File: src/rtl/wdt_pkg.sv
package wdt_pkg;
  localparam int REG_W = 8;

  // control register fields
  localparam int CTL_KBRST_BIT  = 1;
  localparam int CTL_KBSTOP_BIT = 2;
  localparam int CTL_MINUTE_BIT = 3;

  // status register fields
  localparam int STS_FLAG_BIT  = 4;
  localparam int STS_KBRL_BIT  = 6;
  localparam int STS_MSRL_BIT  = 7;

  typedef logic [REG_W-1:0] reg_t;

  typedef struct packed {
    logic minute;
    logic kb_stop;
    logic kbrst_en;
  } ctrl_t;
endpackage

File: src/rtl/wdt_regs.sv
module wdt_regs
  import wdt_pkg::*;
#(
  parameter int              ADDR_W   = 8,
  parameter logic [ADDR_W-1:0] CTL_ADDR = 'hF5,
  parameter logic [ADDR_W-1:0] CNT_ADDR = 'hF6,
  parameter logic [ADDR_W-1:0] STS_ADDR = 'hF7
) (
  input  logic              clk,
  input  logic              rst,
  input  logic [ADDR_W-1:0] bus_addr,
  input  reg_t              bus_wdata,
  input  logic              bus_we,
  input  logic              bus_re,
  output reg_t              bus_rdata,
  input  reg_t              cnt_i,
  input  logic              expire_i,
  output logic              cnt_wr_o,
  output ctrl_t             ctl_o,
  output logic              kbd_rl_o,
  output logic              mouse_rl_o,
  output logic              flag_o
);
  logic  ctl_wr, sts_wr;
  ctrl_t ctl_q;
  logic  kbd_rl_q, mouse_rl_q, flag_q;
  reg_t  rd_mux, rdata_q;

  assign ctl_wr   = bus_we && (bus_addr == CTL_ADDR);
  assign sts_wr   = bus_we && (bus_addr == STS_ADDR);
  assign cnt_wr_o = bus_we && (bus_addr == CNT_ADDR);

  always_comb begin
    rd_mux = '0;
    if (bus_addr == CTL_ADDR) begin
      rd_mux[CTL_MINUTE_BIT] = ctl_q.minute;
      rd_mux[CTL_KBSTOP_BIT] = ctl_q.kb_stop;
      rd_mux[CTL_KBRST_BIT]  = ctl_q.kbrst_en;
    end else if (bus_addr == CNT_ADDR) begin
      rd_mux = cnt_i;
    end else if (bus_addr == STS_ADDR) begin
      rd_mux[STS_MSRL_BIT] = mouse_rl_q;
      rd_mux[STS_KBRL_BIT] = kbd_rl_q;
      rd_mux[STS_FLAG_BIT] = flag_q;
    end
  end

  always_ff @(posedge clk) begin
    if (rst) begin
      ctl_q      <= '0;
      kbd_rl_q   <= 1'b0;
      mouse_rl_q <= 1'b0;
      flag_q     <= 1'b0;
      rdata_q    <= '0;
    end else begin
      if (ctl_wr) begin
        ctl_q.minute   <= bus_wdata[CTL_MINUTE_BIT];
        ctl_q.kb_stop  <= bus_wdata[CTL_KBSTOP_BIT];
        ctl_q.kbrst_en <= bus_wdata[CTL_KBRST_BIT];
      end
      if (sts_wr) begin
        kbd_rl_q   <= bus_wdata[STS_KBRL_BIT];
        mouse_rl_q <= bus_wdata[STS_MSRL_BIT];
      end
      if (expire_i)
        flag_q <= 1'b1;
      else if (cnt_wr_o && (bus_wdata != '0))
        flag_q <= 1'b0;
      else if (sts_wr && !bus_wdata[STS_FLAG_BIT])
        flag_q <= 1'b0;
      if (bus_re)
        rdata_q <= rd_mux;
    end
  end

  assign bus_rdata  = rdata_q;
  assign ctl_o      = ctl_q;
  assign kbd_rl_o   = kbd_rl_q;
  assign mouse_rl_o = mouse_rl_q;
  assign flag_o     = flag_q;

  // an expiry always leaves the flag set in the next cycle
  a_r4_flag_on_expiry: assert property (@(posedge clk) disable iff (rst)
    expire_i |=> flag_q);

  // writing a one to the flag position keeps a set flag
  a_r10_flag_kept: assert property (@(posedge clk) disable iff (rst)
    (sts_wr && bus_wdata[STS_FLAG_BIT] && flag_q) |=> flag_q);
endmodule

File: src/rtl/wdt_tick.sv
module wdt_tick #(
  parameter int TICK_DIV     = 50_000_000,
  parameter int SECS_PER_MIN = 60
) (
  input  logic clk,
  input  logic rst,
  input  logic restart_i,
  input  logic minute_i,
  output logic step_o
);
  localparam int PW = (TICK_DIV > 1) ? $clog2(TICK_DIV) : 1;
  localparam int MW = (SECS_PER_MIN > 1) ? $clog2(SECS_PER_MIN) : 1;

  logic sec_tick;

  generate
    if (TICK_DIV > 1) begin : g_pre
      logic [PW-1:0] pre_q;
      always_ff @(posedge clk) begin
        if (rst || restart_i)
          pre_q <= '0;
        else if (pre_q == PW'(TICK_DIV - 1))
          pre_q <= '0;
        else
          pre_q <= pre_q + 1'b1;
      end
      assign sec_tick = !restart_i && (pre_q == PW'(TICK_DIV - 1));

      // seconds ticks are never back to back when the divider exceeds one
      a_r2_tick_spacing: assert property (@(posedge clk) disable iff (rst)
        sec_tick |=> !sec_tick);
    end else begin : g_nopre
      assign sec_tick = !restart_i;
    end
  endgenerate

  logic [MW-1:0] min_q;
  logic          unit_end;

  assign unit_end = !minute_i || (min_q == MW'(SECS_PER_MIN - 1));

  always_ff @(posedge clk) begin
    if (rst || restart_i)
      min_q <= '0;
    else if (sec_tick) begin
      if (unit_end)
        min_q <= '0;
      else
        min_q <= min_q + 1'b1;
    end
  end

  assign step_o = sec_tick && unit_end;

  // in seconds mode the minute divider stays parked at zero
  a_r6_min_parked: assert property (@(posedge clk) disable iff (rst)
    (!minute_i && sec_tick) |=> (min_q == '0));
endmodule

File: src/rtl/wdt_count.sv
module wdt_count
  import wdt_pkg::*;
(
  input  logic clk,
  input  logic rst,
  input  logic wr_i,
  input  reg_t wdata_i,
  input  logic step_i,
  input  logic kbd_i,
  input  logic mouse_i,
  input  logic kb_stop_en_i,
  input  logic kbd_rl_en_i,
  input  logic mouse_rl_en_i,
  output reg_t cnt_o,
  output logic running_o,
  output logic kick_o,
  output logic expire_o
);
  reg_t cnt_q, rl_q;
  logic running, kb_stop, reload;

  assign running = (cnt_q != '0);
  assign kb_stop = running && kb_stop_en_i && kbd_i;
  assign reload  = running && ((kbd_rl_en_i && kbd_i) || (mouse_rl_en_i && mouse_i));

  always_ff @(posedge clk) begin
    if (rst) begin
      cnt_q <= '0;
      rl_q  <= '0;
    end else if (wr_i) begin
      cnt_q <= wdata_i;
      if (wdata_i != '0)
        rl_q <= wdata_i;
    end else if (kb_stop) begin
      cnt_q <= '0;
    end else if (reload) begin
      cnt_q <= rl_q;
    end else if (step_i && running) begin
      cnt_q <= cnt_q - 1'b1;
    end
  end

  assign cnt_o     = cnt_q;
  assign running_o = running;
  assign kick_o    = (wr_i && (wdata_i != '0)) || (!wr_i && !kb_stop && reload);
  assign expire_o  = step_i && (cnt_q == reg_t'(1)) && !wr_i && !kb_stop && !reload;

  // an undisturbed step lowers the count by exactly one
  a_r2_step_down: assert property (@(posedge clk) disable iff (rst)
    (step_i && running && !wr_i && !kb_stop && !reload) |=> (cnt_q == $past(cnt_q) - 1'b1));

  // a stopped timer stays stopped without a write
  a_r3_idle_holds: assert property (@(posedge clk) disable iff (rst)
    (!running && !wr_i) |=> (cnt_q == '0));

  // keyboard stop empties the count
  a_r7_kbd_stop: assert property (@(posedge clk) disable iff (rst)
    (kb_stop && !wr_i) |=> (cnt_q == '0));

  // reload restores the last nonzero value written
  a_r8_reload_value: assert property (@(posedge clk) disable iff (rst)
    (reload && !kb_stop && !wr_i) |=> (cnt_q == $past(rl_q)));
endmodule

File: src/rtl/wdt_pulse.sv
module wdt_pulse #(
  parameter int PULSE_CYCLES = 16
) (
  input  logic clk,
  input  logic rst,
  input  logic start_i,
  output logic low_o
);
  localparam int CW = (PULSE_CYCLES > 1) ? $clog2(PULSE_CYCLES) : 1;

  logic [CW-1:0] left_q;
  logic          low_q;

  always_ff @(posedge clk) begin
    if (rst) begin
      low_q  <= 1'b0;
      left_q <= '0;
    end else if (start_i) begin
      low_q  <= 1'b1;
      left_q <= CW'(PULSE_CYCLES - 1);
    end else if (low_q) begin
      if (left_q == '0)
        low_q <= 1'b0;
      else
        left_q <= left_q - 1'b1;
    end
  end

  assign low_o = low_q;

  // a pulse with cycles left does not end early
  a_r5_pulse_holds: assert property (@(posedge clk) disable iff (rst)
    (low_q && (left_q != '0)) |=> low_q);
endmodule

File: src/rtl/tick_watchdog.sv
module tick_watchdog
  import wdt_pkg::*;
#(
  parameter int TICK_DIV     = 50_000_000,
  parameter int SECS_PER_MIN = 60,
  parameter int PULSE_CYCLES = 16,
  parameter int ADDR_W       = 8,
  parameter logic [ADDR_W-1:0] CTL_ADDR = 'hF5,
  parameter logic [ADDR_W-1:0] CNT_ADDR = 'hF6,
  parameter logic [ADDR_W-1:0] STS_ADDR = 'hF7
) (
  input  logic              clk,
  input  logic              rst,
  input  logic [ADDR_W-1:0] bus_addr,
  input  logic [7:0]        bus_wdata,
  input  logic              bus_we,
  input  logic              bus_re,
  output logic [7:0]        bus_rdata,
  input  logic              kbd_act,
  input  logic              mouse_act,
  output logic              wdt_out_n,
  output logic              kbrst_n
);
  reg_t  cnt;
  logic  cnt_wr, expire, running, kick, step;
  ctrl_t ctl;
  logic  kbd_rl, mouse_rl, flag, kb_low;

  wdt_regs #(
    .ADDR_W  (ADDR_W),
    .CTL_ADDR(CTL_ADDR),
    .CNT_ADDR(CNT_ADDR),
    .STS_ADDR(STS_ADDR)
  ) u_regs (
    .clk       (clk),
    .rst       (rst),
    .bus_addr  (bus_addr),
    .bus_wdata (bus_wdata),
    .bus_we    (bus_we),
    .bus_re    (bus_re),
    .bus_rdata (bus_rdata),
    .cnt_i     (cnt),
    .expire_i  (expire),
    .cnt_wr_o  (cnt_wr),
    .ctl_o     (ctl),
    .kbd_rl_o  (kbd_rl),
    .mouse_rl_o(mouse_rl),
    .flag_o    (flag)
  );

  wdt_tick #(
    .TICK_DIV    (TICK_DIV),
    .SECS_PER_MIN(SECS_PER_MIN)
  ) u_tick (
    .clk      (clk),
    .rst      (rst),
    .restart_i(kick || !running),
    .minute_i (ctl.minute),
    .step_o   (step)
  );

  wdt_count u_count (
    .clk          (clk),
    .rst          (rst),
    .wr_i         (cnt_wr),
    .wdata_i      (bus_wdata),
    .step_i       (step),
    .kbd_i        (kbd_act),
    .mouse_i      (mouse_act),
    .kb_stop_en_i (ctl.kb_stop),
    .kbd_rl_en_i  (kbd_rl),
    .mouse_rl_en_i(mouse_rl),
    .cnt_o        (cnt),
    .running_o    (running),
    .kick_o       (kick),
    .expire_o     (expire)
  );

  wdt_pulse #(
    .PULSE_CYCLES(PULSE_CYCLES)
  ) u_pulse (
    .clk    (clk),
    .rst    (rst),
    .start_i(expire && ctl.kbrst_en),
    .low_o  (kb_low)
  );

  assign wdt_out_n = !flag;
  assign kbrst_n   = !kb_low;

  // the watchdog output only falls together with an expiry
  a_r4_out_falls_on_expiry: assert property (@(posedge clk) disable iff (rst)
    $fell(wdt_out_n) |-> (cnt == '0));
endmodule

File: config.mk
export PLATFORM = sky130hd
export DESIGN_NAME = tick_watchdog
export DESIGN_NICKNAME = d
export VERILOG_FILES = /design/src/rtl/wdt_pkg.sv /design/src/rtl/wdt_regs.sv /design/src/rtl/wdt_tick.sv /design/src/rtl/wdt_count.sv /design/src/rtl/wdt_pulse.sv /design/src/rtl/tick_watchdog.sv
export SDC_FILE = /design/constraint.sdc
export NUM_CORES = 1
export LEC_CHECK = 0
export ABC_AREA = 1
export BUFFER_PORTS_ARGS = -buffer_cell sky130_fd_sc_hd__buf_2
export CELL_PAD_IN_SITES_DETAIL_PLACEMENT = 0
export CELL_PAD_IN_SITES_GLOBAL_PLACEMENT = 1
export CORE_ASPECT_RATIO = 0.9
export CORE_UTILIZATION = 42
export CTS_CLUSTER_DIAMETER = 50
export CTS_CLUSTER_SIZE = 16
export DETAILED_ROUTE_END_ITERATION = 8
export MAX_ROUTING_LAYER = met4
export PLACE_DENSITY_LB_ADDON = 0.15
export SYNTH_ARGS = -nofsm -noshare
export SYNTH_HDL_FRONTEND = slang
export SYNTH_HIERARCHICAL = 1
export SYNTH_SLANG_ARGS = --single-unit
File: constraint.sdc
create_clock -name clk -period 3.4 [get_ports clk]
set_clock_uncertainty 0.1 [all_clocks]
set_input_delay 0.51 -clock clk [delete_from_list [all_inputs] [get_ports clk]]
set_output_delay 0.51 -clock clk [all_outputs]
set_load 0.005 [all_outputs]
==> impl_metrics.yaml, run 1 <==
routing:
  postRouteAntennaNets: 0
  wl_per_cell_um: 12.6
  drc: 0
  first_iter_violations: 180
  routed_wl_um: 9970
  dr.pass1.iters: 5
  vias: 3869
  vias_per_cell: 4.90
worst_hold_path:
  hp-start: "u_tick/g_pre.pre_q[0]$_SDFF_PP0_"
  hp-class: "reg2reg"
pwr:
  power_w: 0.00153
  p_leak_nw: 1.96
  ir_drop_mv: 0.242
  power_per_cell_area_mw_per_mm2: 343
clock_tree:
  clkSlewWorstSetupHoldPaths_ps: 80
  clock_latency_ps: 350
  clock_sinks: 67
  cts_setup_buffers: 0
  numCtsBuffers: 9
  cts_resized: 0
  clock_path_buffers: 2
  root_buffer: "clkbuf_8"
  cts_tree: "built"
  hold_buffers: 0
  cts_max_level: 3
cells_and_area:
  n_fill_cell: 974
  multiInputGateArea_mm2: 0.00222
  num_antenna_cells: 0
  mostFrequentLayoutCells: "nand2_1, nor2_1, inv_1"
  area_growth_pct: 12.8
  utilization_pct: 48.8
  seq_area_mm2: 0.00134
  final_common_cell: "nand2_1"
  drive_above_1_share_pct: 15.1
  nets: 691
timing:
  finalCritPeriodShare_pct: 82.6
  clock.fmax_mhz: 356
  worstMarginPinSlew_ps: 713
  slew_violations: 0
  slew_headroom_pct: 52.1
  post-route-min-period_ps: 2810
  hold_viol: 0
  fin_hold_ws_ps: 352
  rsz0062_at_grt: "no"
  fin_setup_tns_ps: 0
  setup_viol: 0
logic_synthesis:
  synthDistinctLibCells: 39
  ys_warn_count: 6
  syn_area_per_cell_um2: 6.35
  syn_area_mm2: 0.00395
  ys_ff_latch: 67
  ys_seq_area_share_pct: 34.0
  synth_nets: 650
  synthCells: 622
worst_setup_path:
  crit_type: "reg2reg"
  cp_cell_sequence: "inv_1 -> ha_1 -> nand2_2 -> o21ai_1 -> nand2_1 -> o21ai_0 -> inv_1 -> nand2_1 -> inv_1 -> nand3_1 -> nor2_1 -> nand4_1 -> nor3_1 -> buf_4 -> nand2_1 -> inv_1 -> inv_2 -> nand4_1 -> nand2_1 -> nand2_1 -> a21oi_2"
  crit_required_ps: 3530
  slowest_stage: "dfxtp_1"
  crit_path_frequent_cell: "nand2_1"
  worstReg2RegStart: "u_count/cnt_o[1]$_SDFFE_PP0P_"
  arrival_ps: 2930
  cpLargestDelayFamily: "simple AND/OR/NAND/NOR gates"
  setup.worst_path.start_class: "flop"
  crit_path_start: "u_count/cnt_o[1]$_SDFFE_PP0P_"
  slowest_delay_ps: 390
  crit_buf_inv: 6
  cp-end-kind: "flop"
  critical_path_peak_fanout: 6
global_routing:
  grt_overflow_total: 0
  grt.total_usage_pct: 22.2
  grt_max_degree: 28
  grt_pass1_wl_um: 16700
  grt_pass1_vias: 3595
  antenna_found_initial: 0
floorplanning:
  core_area_mm2: 0.00913
  die_x_um: 104
  num_rows: 33
  die_area_mm2: 0.00979
  start_util_pct: 43.3
  num_io_pins: 32
  die_h_um: 94.0
flow_run:
  max-cap-violations: 0
placement:
  dp_hpwl_um: 7610
  gp_congestion: 0.895
  numPortBuffers: 31
outcome:
  status: "finished clean"
==> per-stage QoR <==
step / cell area, um^2 / std cells / worst slack (ps)
6_report: 4450 / 790 / 591
5_1_grt: 4450 / 790 / 248
4_1_cts: 4450 / 790 / 609
3_5_place_dp: 4250 / 774 / 314
3_3_place_gp: 4250 / 774 / 391
2_1_floorplan: 3950 / 622 / 416
==> metal layers <==
metal	vias to the layer above	wire length [um]	GRT usage (%)	part of all wire [%]
met3	7	384	4.99	3.9
met2	67	4460	35.1	45
met1	1762	5030	28.5	50
met5	-	0	-	0
li1	2033	-	-	-
met4	0	97	6.19	0.97
==> cells in the mapped netlist (all sizes together) <==
cell | number | area, um^2
a31oi | 1 | 6.26
buf | 6 | 50.0
nor3b | 1 | 7.51
clkinv | 1 | 3.75
o21ai | 10 | 53.8
and2 | 1 | 6.26
xor2 | 3 | 26.3
or2 | 4 | 25.0
nand2 | 195 | 769
clkbuf | 2 | 7.51
nor2 | 109 | 492
nand3b | 5 | 37.5
o21bai | 1 | 11.3
inv | 86 | 323
ha | 6 | 75.1
xnor2 | 7 | 61.3
nor4 | 2 | 12.5
and3 | 3 | 18.8
dfxtp | 67 | 1340
nand4 | 9 | 56.3
nor3 | 8 | 51.3
nand3 | 49 | 255
a21oi | 46 | 257
==> registers in the layout, indices dropped and copies added, names as in the netlist <==
signal and cells:
u_regs/flag_o 1, u_tick/g_pre.pre_q 26, u_regs/mouse_rl_o 1, u_regs/ctl_o 3, u_count/rl_q 8, u_pulse/low_o 1
u_count/cnt_o 8, u_pulse/left_q 4, u_regs/bus_rdata 8, u_regs/kbd_rl_o 1, u_tick/min_q 6
==> worst paths after layout <==
| check | to | slack, ps | depth (start not counted) |
|---|---|---|---|
| min reg2reg | u_tick/g_pre.pre_q[0]$_SDFF_PP0_ | 350 | 1 |
| max | u_pulse/left_q[2]$_SDFFE_PP0P_ | 590 | 21 |
| min | u_tick/g_pre.pre_q[0]$_SDFF_PP0_ | 350 | 1 |
| max reg2reg | u_pulse/left_q[2]$_SDFFE_PP0P_ | 590 | 21 |
==> where the power goes <==
| part | switching [W] | total [W] | internal [W] | leakage [nW] |
|---|---|---|---|---|
| combinational | 0.0000363 | 0.0000555 | 0.0000192 | 1.32 |
| sequential | 0.00000135 | 0.000788 | 0.000786 | 0.540 |
| clock | 0.000327 | 0.000686 | 0.000358 | 0.0987 |
==> worst register-to-register path: stages, from the launching register on <==
cell,delay (ps)
dfxtp_1,390
inv_1,110
ha_1,200
nand2_2,100
o21ai_1,70
nand2_1,130
o21ai_0,100
inv_1,60
nand2_1,70
inv_1,100
nand3_1,110
nor2_1,210
nand4_1,120
nor3_1,190
buf_4,150
nand2_1,60
inv_1,80
inv_2,70
nand4_1,90
nand2_1,80
nand2_1,80
a21oi_2,50
==> cell families after synthesis <==
kind of cell	count (synthesis)	share of synthesized area (%)
xor gates and xnor gates	10	2.22
buffers and inverters	95	9.73
and+or+nand+nor	386	43.9
adders and majority gates	6	1.90
DFF	67	34.0
AOI/OAI and AO/OA	58	8.30
==> layout make-up <==
cell class	instances	area share, %
Inverter	87	7.34
Tap cell	122	3.43
Sequential cell	67	30.1
Multi-Input combinational cell	460	49.9
Timing Repair Buffer	38	4.67
Clock inverter	6	1.43
Clock buffer	10	3.09
Note: power is estimated with default switching activity, not from simulation.
==> inputs of run 2 (changes only) <==
--- a/config.mk
+++ b/config.mk
@@ -5,12 +5,12 @@
 export SDC_FILE = /design/constraint.sdc
 export NUM_CORES = 1
 export LEC_CHECK = 0
-export ABC_AREA = 1
+export ABC_AREA = 0
 export BUFFER_PORTS_ARGS = -buffer_cell sky130_fd_sc_hd__buf_2
 export CELL_PAD_IN_SITES_DETAIL_PLACEMENT = 0
 export CELL_PAD_IN_SITES_GLOBAL_PLACEMENT = 1
 export CORE_ASPECT_RATIO = 0.9
-export CORE_UTILIZATION = 42
+export CORE_UTILIZATION = 41
 export CTS_CLUSTER_DIAMETER = 50
 export CTS_CLUSTER_SIZE = 16
 export DETAILED_ROUTE_END_ITERATION = 8
==> constraint.sdc (replaced) <==
create_clock -name clk -period 2.3 [get_ports clk]
set_clock_uncertainty 0.1 [all_clocks]
set_input_delay 0.345 -clock clk [delete_from_list [all_inputs] [get_ports clk]]
set_output_delay 0.345 -clock clk [all_outputs]
set_load 0.005 [all_outputs]
==> run 2 against run 1 <==
  * The flow now finishes with violations (setup timing)
  * Clock-buffer cell count increased by 3
  * Non-clock buffer count rose by 54
  * Final area up 1.8%
  * Worst hold slack worse by 130 ps
  * Critical path depth fell by 12
  * Setup slack worse by 590 ps
  * Largest cell class unchanged
==> impl_metrics.yaml, run 2 <==
global_routing:
  grt_overflow_total: 0
  grt_pass1_vias: 2958
  grt.total_usage_pct: 22.0
  grt_max_degree: 26
  antenna_found_initial: 0
  grt_pass1_wl_um: 14600
cells_and_area:
  num_antenna_cells: 0
  final_cells: 615
  largest_reg_flops: 26
  regMostFlops: "u_tick/g_pre.pre_q"
  nets: 524
  drive_above_1_share_pct: 29.2
  final_common_cell: "dfxtp_1"
  area_growth_pct: 29.4
  mostFrequentLayoutCells: "dfxtp_1, buf_4, nand2_1"
  utilization_pct: 55.4
clock_tree:
  clock_sinks: 67
  clock_path_buffers: 2
  numCtsBuffers: 9
  cts_tree: "built"
  clkSlewWorstSetupHoldPaths_ps: 80
  cts_max_level: 3
  clock_latency_ps: 340
  root_buffer: "clkbuf_8"
placement:
  numPortBuffers: 31
  placed_cells: 597
  gp_congestion: 0.811
  dp_hpwl_um: 6570
worst_setup_path:
  cp-end-kind: "flop"
  cp_cell_sequence: "nor4_4 -> buf_4 -> a41oi_4 -> o21ai_1 -> nand2b_4 -> nor4_4 -> buf_4 -> a211o_2 -> a311oi_1"
  crit_required_ps: 2450
  arrival_ps: 2450
  slowest_stage: "a211o_2"
  crit_type: "reg2reg"
  slowest_delay_ps: 440
  crit_buf_inv: 2
  cpLargestDelayFamily: "compound AO/OA/AOI/OAI gates"
  critical_path_peak_fanout: 8
  setup.worst_path.start_class: "flop"
logic_synthesis:
  netlist.area_leader.share_pct: 38.3
  synthDistinctLibCells: 62
  synth-edff-count: 0
  synth_nets: 433
  synthCells: 405
  synthArstFlopShare_pct: 0
  syn_area_mm2: 0.00350
  synth.top_cells.by_count: "dfxtp_1, nand2_1, a21oi_1, nor2_1, inv_1"
  ys_ff_latch: 67
  syn_area_per_cell_um2: 8.65
  ys_warn_count: 6
  ys_seq_area_share_pct: 38.3
  synth_most_common_cell: "dfxtp_1"
  synthTopCellsByArea: "dfxtp_1, a21oi_1, nand2_1"
  synth_area_leader_cell: "dfxtp_1"
  synth-main-ff-cell: "dfxtp_1"
timing:
  post-route-min-period_ps: 2300
  worstMarginPinSlew_ps: 446
  hold_viol: 0
  slew_violations: 0
  timing.final.ws_setup_ps: -2.74
  rsz0062_at_grt: "yes"
  fin_hold_ws_ps: 225
  clock.fmax_mhz: 434
  setup_viol: 2
  finalCritPeriodShare_pct: 100
  slew_headroom_pct: 70.2
routing:
  drc: 0
  postRouteAntennaNets: 0
  dr.pass1.iters: 4
  routed_wl_um: 9050
  first_iter_violations: 190
  wl_per_cell_um: 14.7
  vias: 3350
  vias_per_cell: 5.45
floorplanning:
  core_area_mm2: 0.00818
  die_x_um: 99.4
  die_h_um: 89.7
  start_util_pct: 42.8
  num_rows: 31
  num_io_pins: 32
  die_area_mm2: 0.00892
worst_hold_path:
  hp-class: "in2reg"
outcome:
  failed_checks: "setup timing"
  status: "finished, violations left"
pwr:
  ir_drop_mv: 0.258
  p_leak_nw: 1.62
  power_per_cell_area_mw_per_mm2: 477
flow_run:
  max-cap-violations: 0
## run 2: changes by cell type in the layout (fill, tap and decap cells not counted), moves of 9 or more
cell and change:
buf_4 +53, inv_1 -61, nand2_1 -147, nand2_2 -9, nand2b_1 +13, nand3_1 -34
nor2_1 -64, nor2_4 -9, o21ai_0 +9, or4_1 +10
## run 2: cell type report
cell class | count | area (um^2)
flip-flops and latches | 67 | 1350
repair buffers | 92 | 626
well taps | 115 | 144
multi-input cells | 307 | 2160
clock inverters | 2 | 10.0
inverters | 19 | 71.3
clock buffers | 13 | 169
fillers | 760 | 3650
## run 2: worst register-to-register path: stages, from the launching register on
cell and delay (ps):
dfxtp_1 340, nor4_4 320, buf_4 180, a41oi_4 110
o21ai_1 150, nand2b_4 160, nor4_4 40, buf_4 150
a211o_2 440, a311oi_1 230
## run 2: path summary, 6_finish.rpt
| check | end | start | slack [ps] | cells after the start |
|---|---|---|---|---|
| worst max-delay path | u_count/cnt_o[7]$_SDFFE_PP0P_ | u_count/cnt_o[5]$_SDFFE_PP0P_ | -3 | 9 |
| worst min-delay path | u_regs/bus_rdata[5]$_SDFFE_PP0P_ | bus_re | 230 | 3 |
| worst max register to register | u_count/cnt_o[7]$_SDFFE_PP0P_ | u_count/cnt_o[5]$_SDFFE_PP0P_ | -3 | 9 |
| worst min register to register | u_regs/bus_rdata[7]$_SDFFE_PP0P_ | u_regs/bus_rdata[7]$_SDFFE_PP0P_ | 350 | 2 |
## run 2: kinds of logic (layout without fill, tap and decap cells)
family	Yosys count	after routing	synth area share, %
buffers and inverters	32	126	3.79
and+or+nand+nor	180	180	30.2
xor gates and xnor gates	17	17	4.25
DFF	67	67	38.3
muxes	8	8	2.29
AOI/OAI and AO/OA	95	96	19.0
adders and majority gates	6	6	2.14
## run 2: where the power goes
| part | switching [W] | leakage, nW | internal (W) |
|---|---|---|---|
| combinational | 0.0000480 | 0.987 | 0.0000450 |
| sequential | 0.000000167 | 0.541 | 0.00116 |
| clock | 0.000440 | 0.0953 | 0.000471 |
## run 2: through the flow
stage | total power (W) | setup WS (ps) | cell area, um^2 | setup TNS (ps)
global placement | 0.00127 | -291 | 4290 | -2450
floorplan | 0.00121 | -178 | 3610 | -3660
finish | 0.00216 | -2.74 | 4530 | -3.19
global route | 0.00225 | -120 | 4530 | -748
detailed placement | 0.00127 | -413 | 4290 | -4150
CTS | 0.00220 | 18.7 | 4520 | 0
## run 2: what timing repair did
action | in CTS | in global routing
setup endpoints to repair | 5 | 12
pin swaps | 4 | 1
hold buffers | 0 | 0
buffers inserted | 2 | 0
cloned | 1 | 0
gates resized for setup | 4 | 3
## run 2: metal layers
metal,track usage [%],wire length [um]
met1,32.7,4970
met2,30.1,3630
met3,3.95,364
met4,6.42,90
met5,-,0
==> inputs of run 3 (changes only) <==
--- a/config.mk
+++ b/config.mk
@@ -7,10 +7,12 @@
 export LEC_CHECK = 0
 export ABC_AREA = 0
 export BUFFER_PORTS_ARGS = -buffer_cell sky130_fd_sc_hd__buf_2
+export CAP_MARGIN = 10
 export CELL_PAD_IN_SITES_DETAIL_PLACEMENT = 0
 export CELL_PAD_IN_SITES_GLOBAL_PLACEMENT = 1
 export CORE_ASPECT_RATIO = 0.9
 export CORE_UTILIZATION = 41
+export CTS_BUF_LIST = sky130_fd_sc_hd__clkbuf_4 sky130_fd_sc_hd__clkbuf_8 sky130_fd_sc_hd__clkbuf_16
 export CTS_CLUSTER_DIAMETER = 50
 export CTS_CLUSTER_SIZE = 16
 export DETAILED_ROUTE_END_ITERATION = 8
==> run 3 against run 2 <==
  * The run still ends with setup timing left
  * Wire length hardly changed
  * Clock-buffer cell count stayed put
  * Maximum frequency is 0.12% lower
  * Worst hold slack better by 0.97 ps
  * Clock power is 2% higher
  * Power is 0.63% higher
  * Register-to-register slack hardly changed
  * Sequential share of layout area hardly changed
  * Flip-flop and latch count stayed put
  * Non-clock buffer count stayed put
  * Largest cell class unchanged
==> impl_metrics.yaml, run 3 (synthesis gave the netlist of run 2 again) <==
timing:
  fin_setup_tns_ps: -8.13
  slew_violations: 0
  worstMarginPinSlew_ps: 445
  hold_viol: 0
  slew_headroom_pct: 70.3
  post-route-min-period_ps: 2310
  finalCritPeriodShare_pct: 100
  rsz0062_at_grt: "yes"
  timing.final.ws_setup_ps: -5.53
  clock.fmax_mhz: 434
  setup_viol: 2
worst_setup_path:
  path_depth: 9
  cpLargestDelayFamily: "compound AO/OA/AOI/OAI gates"
  cp-end-kind: "flop"
  crit_type: "reg2reg"
  crit_required_ps: 2450
  r2r_slack_ps: -6
  arrival_ps: 2450
  slowest_stage: "a211o_2"
  critical_path_peak_fanout: 8
  crit_buf_inv: 2
  r2r_cells: 9
  slowest_delay_ps: 440
  setup.worst_path.start_class: "flop"
  cp_cell_sequence: "nor4_4 -> buf_4 -> a41oi_4 -> o21ai_1 -> nand2b_4 -> nor4_4 -> buf_4 -> a211o_2 -> a311oi_1"
clock_tree:
  clock_latency_ps: 340
  root_buffer: "clkbuf_8"
  hold_buffers: 0
  cts_tree: "built"
  clock_path_buffers: 2
  numCtsBuffers: 9
  cts_max_level: 3
  clock_sinks: 67
  clkSlewWorstSetupHoldPaths_ps: 80
pwr:
  power_per_cell_area_mw_per_mm2: 480
  intPower_w: 0.00169
  p_sw_w: 0.000490
  p_leak_nw: 1.63
  seqPwrFrac_pct: 53.2
  ir_drop_mv: 0.258
  pwr-share-comb_pct: 4.3
  p_sw_share_pct: 22.5
  clockPowerShare_pct: 42.5
floorplanning:
  die_x_um: 99.4
  die_area_mm2: 0.00892
  die_h_um: 89.7
  num_rows: 31
  num_io_pins: 32
  start_util_pct: 42.8
  core_area_mm2: 0.00818
cells_and_area:
  largest_reg_flops: 26
  stdcell_area_mm2: 0.00454
  num_antenna_cells: 0
  nets: 524
  final_cells: 615
  seq_area_mm2: 0.00135
  regMostFlops: "u_tick/g_pre.pre_q"
  area_growth_pct: 29.5
  n_fill_cell: 760
  final_common_cell: "dfxtp_1"
  drive_above_1_share_pct: 29.4
  multiInputGateArea_mm2: 0.00216
  utilization_pct: 55.4
  mostFrequentLayoutCells: "dfxtp_1, buf_4, nand2_1"
outcome:
  status: "finished, violations left"
  failed_checks: "setup timing"
routing:
  dr.pass1.iters: 4
  routed_wl_um: 9060
  first_iter_violations: 192
  postRouteAntennaNets: 0
  vias_per_cell: 5.45
  vias: 3349
  wl_per_cell_um: 14.7
  drc: 0
placement:
  placed_cells: 597
  gp_congestion: 0.811
  dp_hpwl_um: 6570
  placed_area_mm2: 0.00429
  numPortBuffers: 31
global_routing:
  grt.total_usage_pct: 22.0
  antenna_found_initial: 0
  grt_pass1_wl_um: 14600
  grt_max_degree: 26
  grt_pass1_vias: 2958
  grt_overflow_total: 0
worst_hold_path:
  hp-class: "in2reg"
  hold_depth: 3
flow_run:
  max-cap-violations: 0
-- run 3: cell counts in the layout (fill, tap and decap cells not counted) --
Identical to the previous run, type by type.
-- run 3: per-layer routing --
| layer | vias to the layer above | part of all wire (%) | GRT usage, % |
|---|---|---|---|
| met5 | - | 0 | - |
| met3 | 8 | 4.5 | 3.95 |
| met2 | 63 | 40 | 30.1 |
| met1 | 1590 | 55 | 32.7 |
| met4 | 0 | 0.99 | 6.42 |
| li1 | 1688 | - | - |
-- run 3: worst paths after layout --
kind	start	end
worst max register to register	u_count/cnt_o[5]$_SDFFE_PP0P_	u_count/cnt_o[7]$_SDFFE_PP0P_
worst min-delay path	bus_re	u_regs/bus_rdata[5]$_SDFFE_PP0P_
worst max-delay path	u_count/cnt_o[5]$_SDFFE_PP0P_	u_count/cnt_o[7]$_SDFFE_PP0P_
worst min register to register	u_regs/bus_rdata[7]$_SDFFE_PP0P_	u_regs/bus_rdata[7]$_SDFFE_PP0P_
-- run 3: layout make-up --
cell class,count,share of cell area [%]
Clock inverter,2,0.221
Timing Repair Buffer,92,13.8
Multi-Input combinational cell,307,47.7
Inverter,19,1.57
Sequential cell,67,29.7
Clock buffer,13,3.81
Tap cell,115,3.17
-- run 3: what timing repair did --
| action | 4_1_cts | 5_1_grt |
|---|---|---|
| buffers inserted | 2 | 0 |
| gates cloned | 1 | 0 |
| resized for setup | 4 | 3 |
| setup endpoints to repair | 5 | 12 |
| pin swaps | 4 | 1 |
-- run 3: worst min-delay path, stage by stage --
cell and delay [ps]:
buf_2 140, nand4_1 80, a21oi_1 60
-- run 3: through the flow --
stage               worst slack (ps)  hold WS (ps)  total power [W]
floorplan                       -178           314          0.00121
global placement                -291           337          0.00127
detailed placement              -413           336          0.00127
CTS                             18.7           211          0.00221
global route                    -120           237          0.00227
finish                         -5.53           226          0.00218
-- run 3: power by group through the flow --
stage | clock network [W] | registers, W | logic [W]
final | 0.000925 | 0.00116 | 0.0000930
after global routing | 0.00101 | 0.00116 | 0.0000998
after CTS | 0.000963 | 0.00116 | 0.0000922
after detailed placement | 0 | 0.00119 | 0.0000884
after global placement | 0 | 0.00119 | 0.0000872
after floorplan | 0 | 0.00119 | 0.0000273
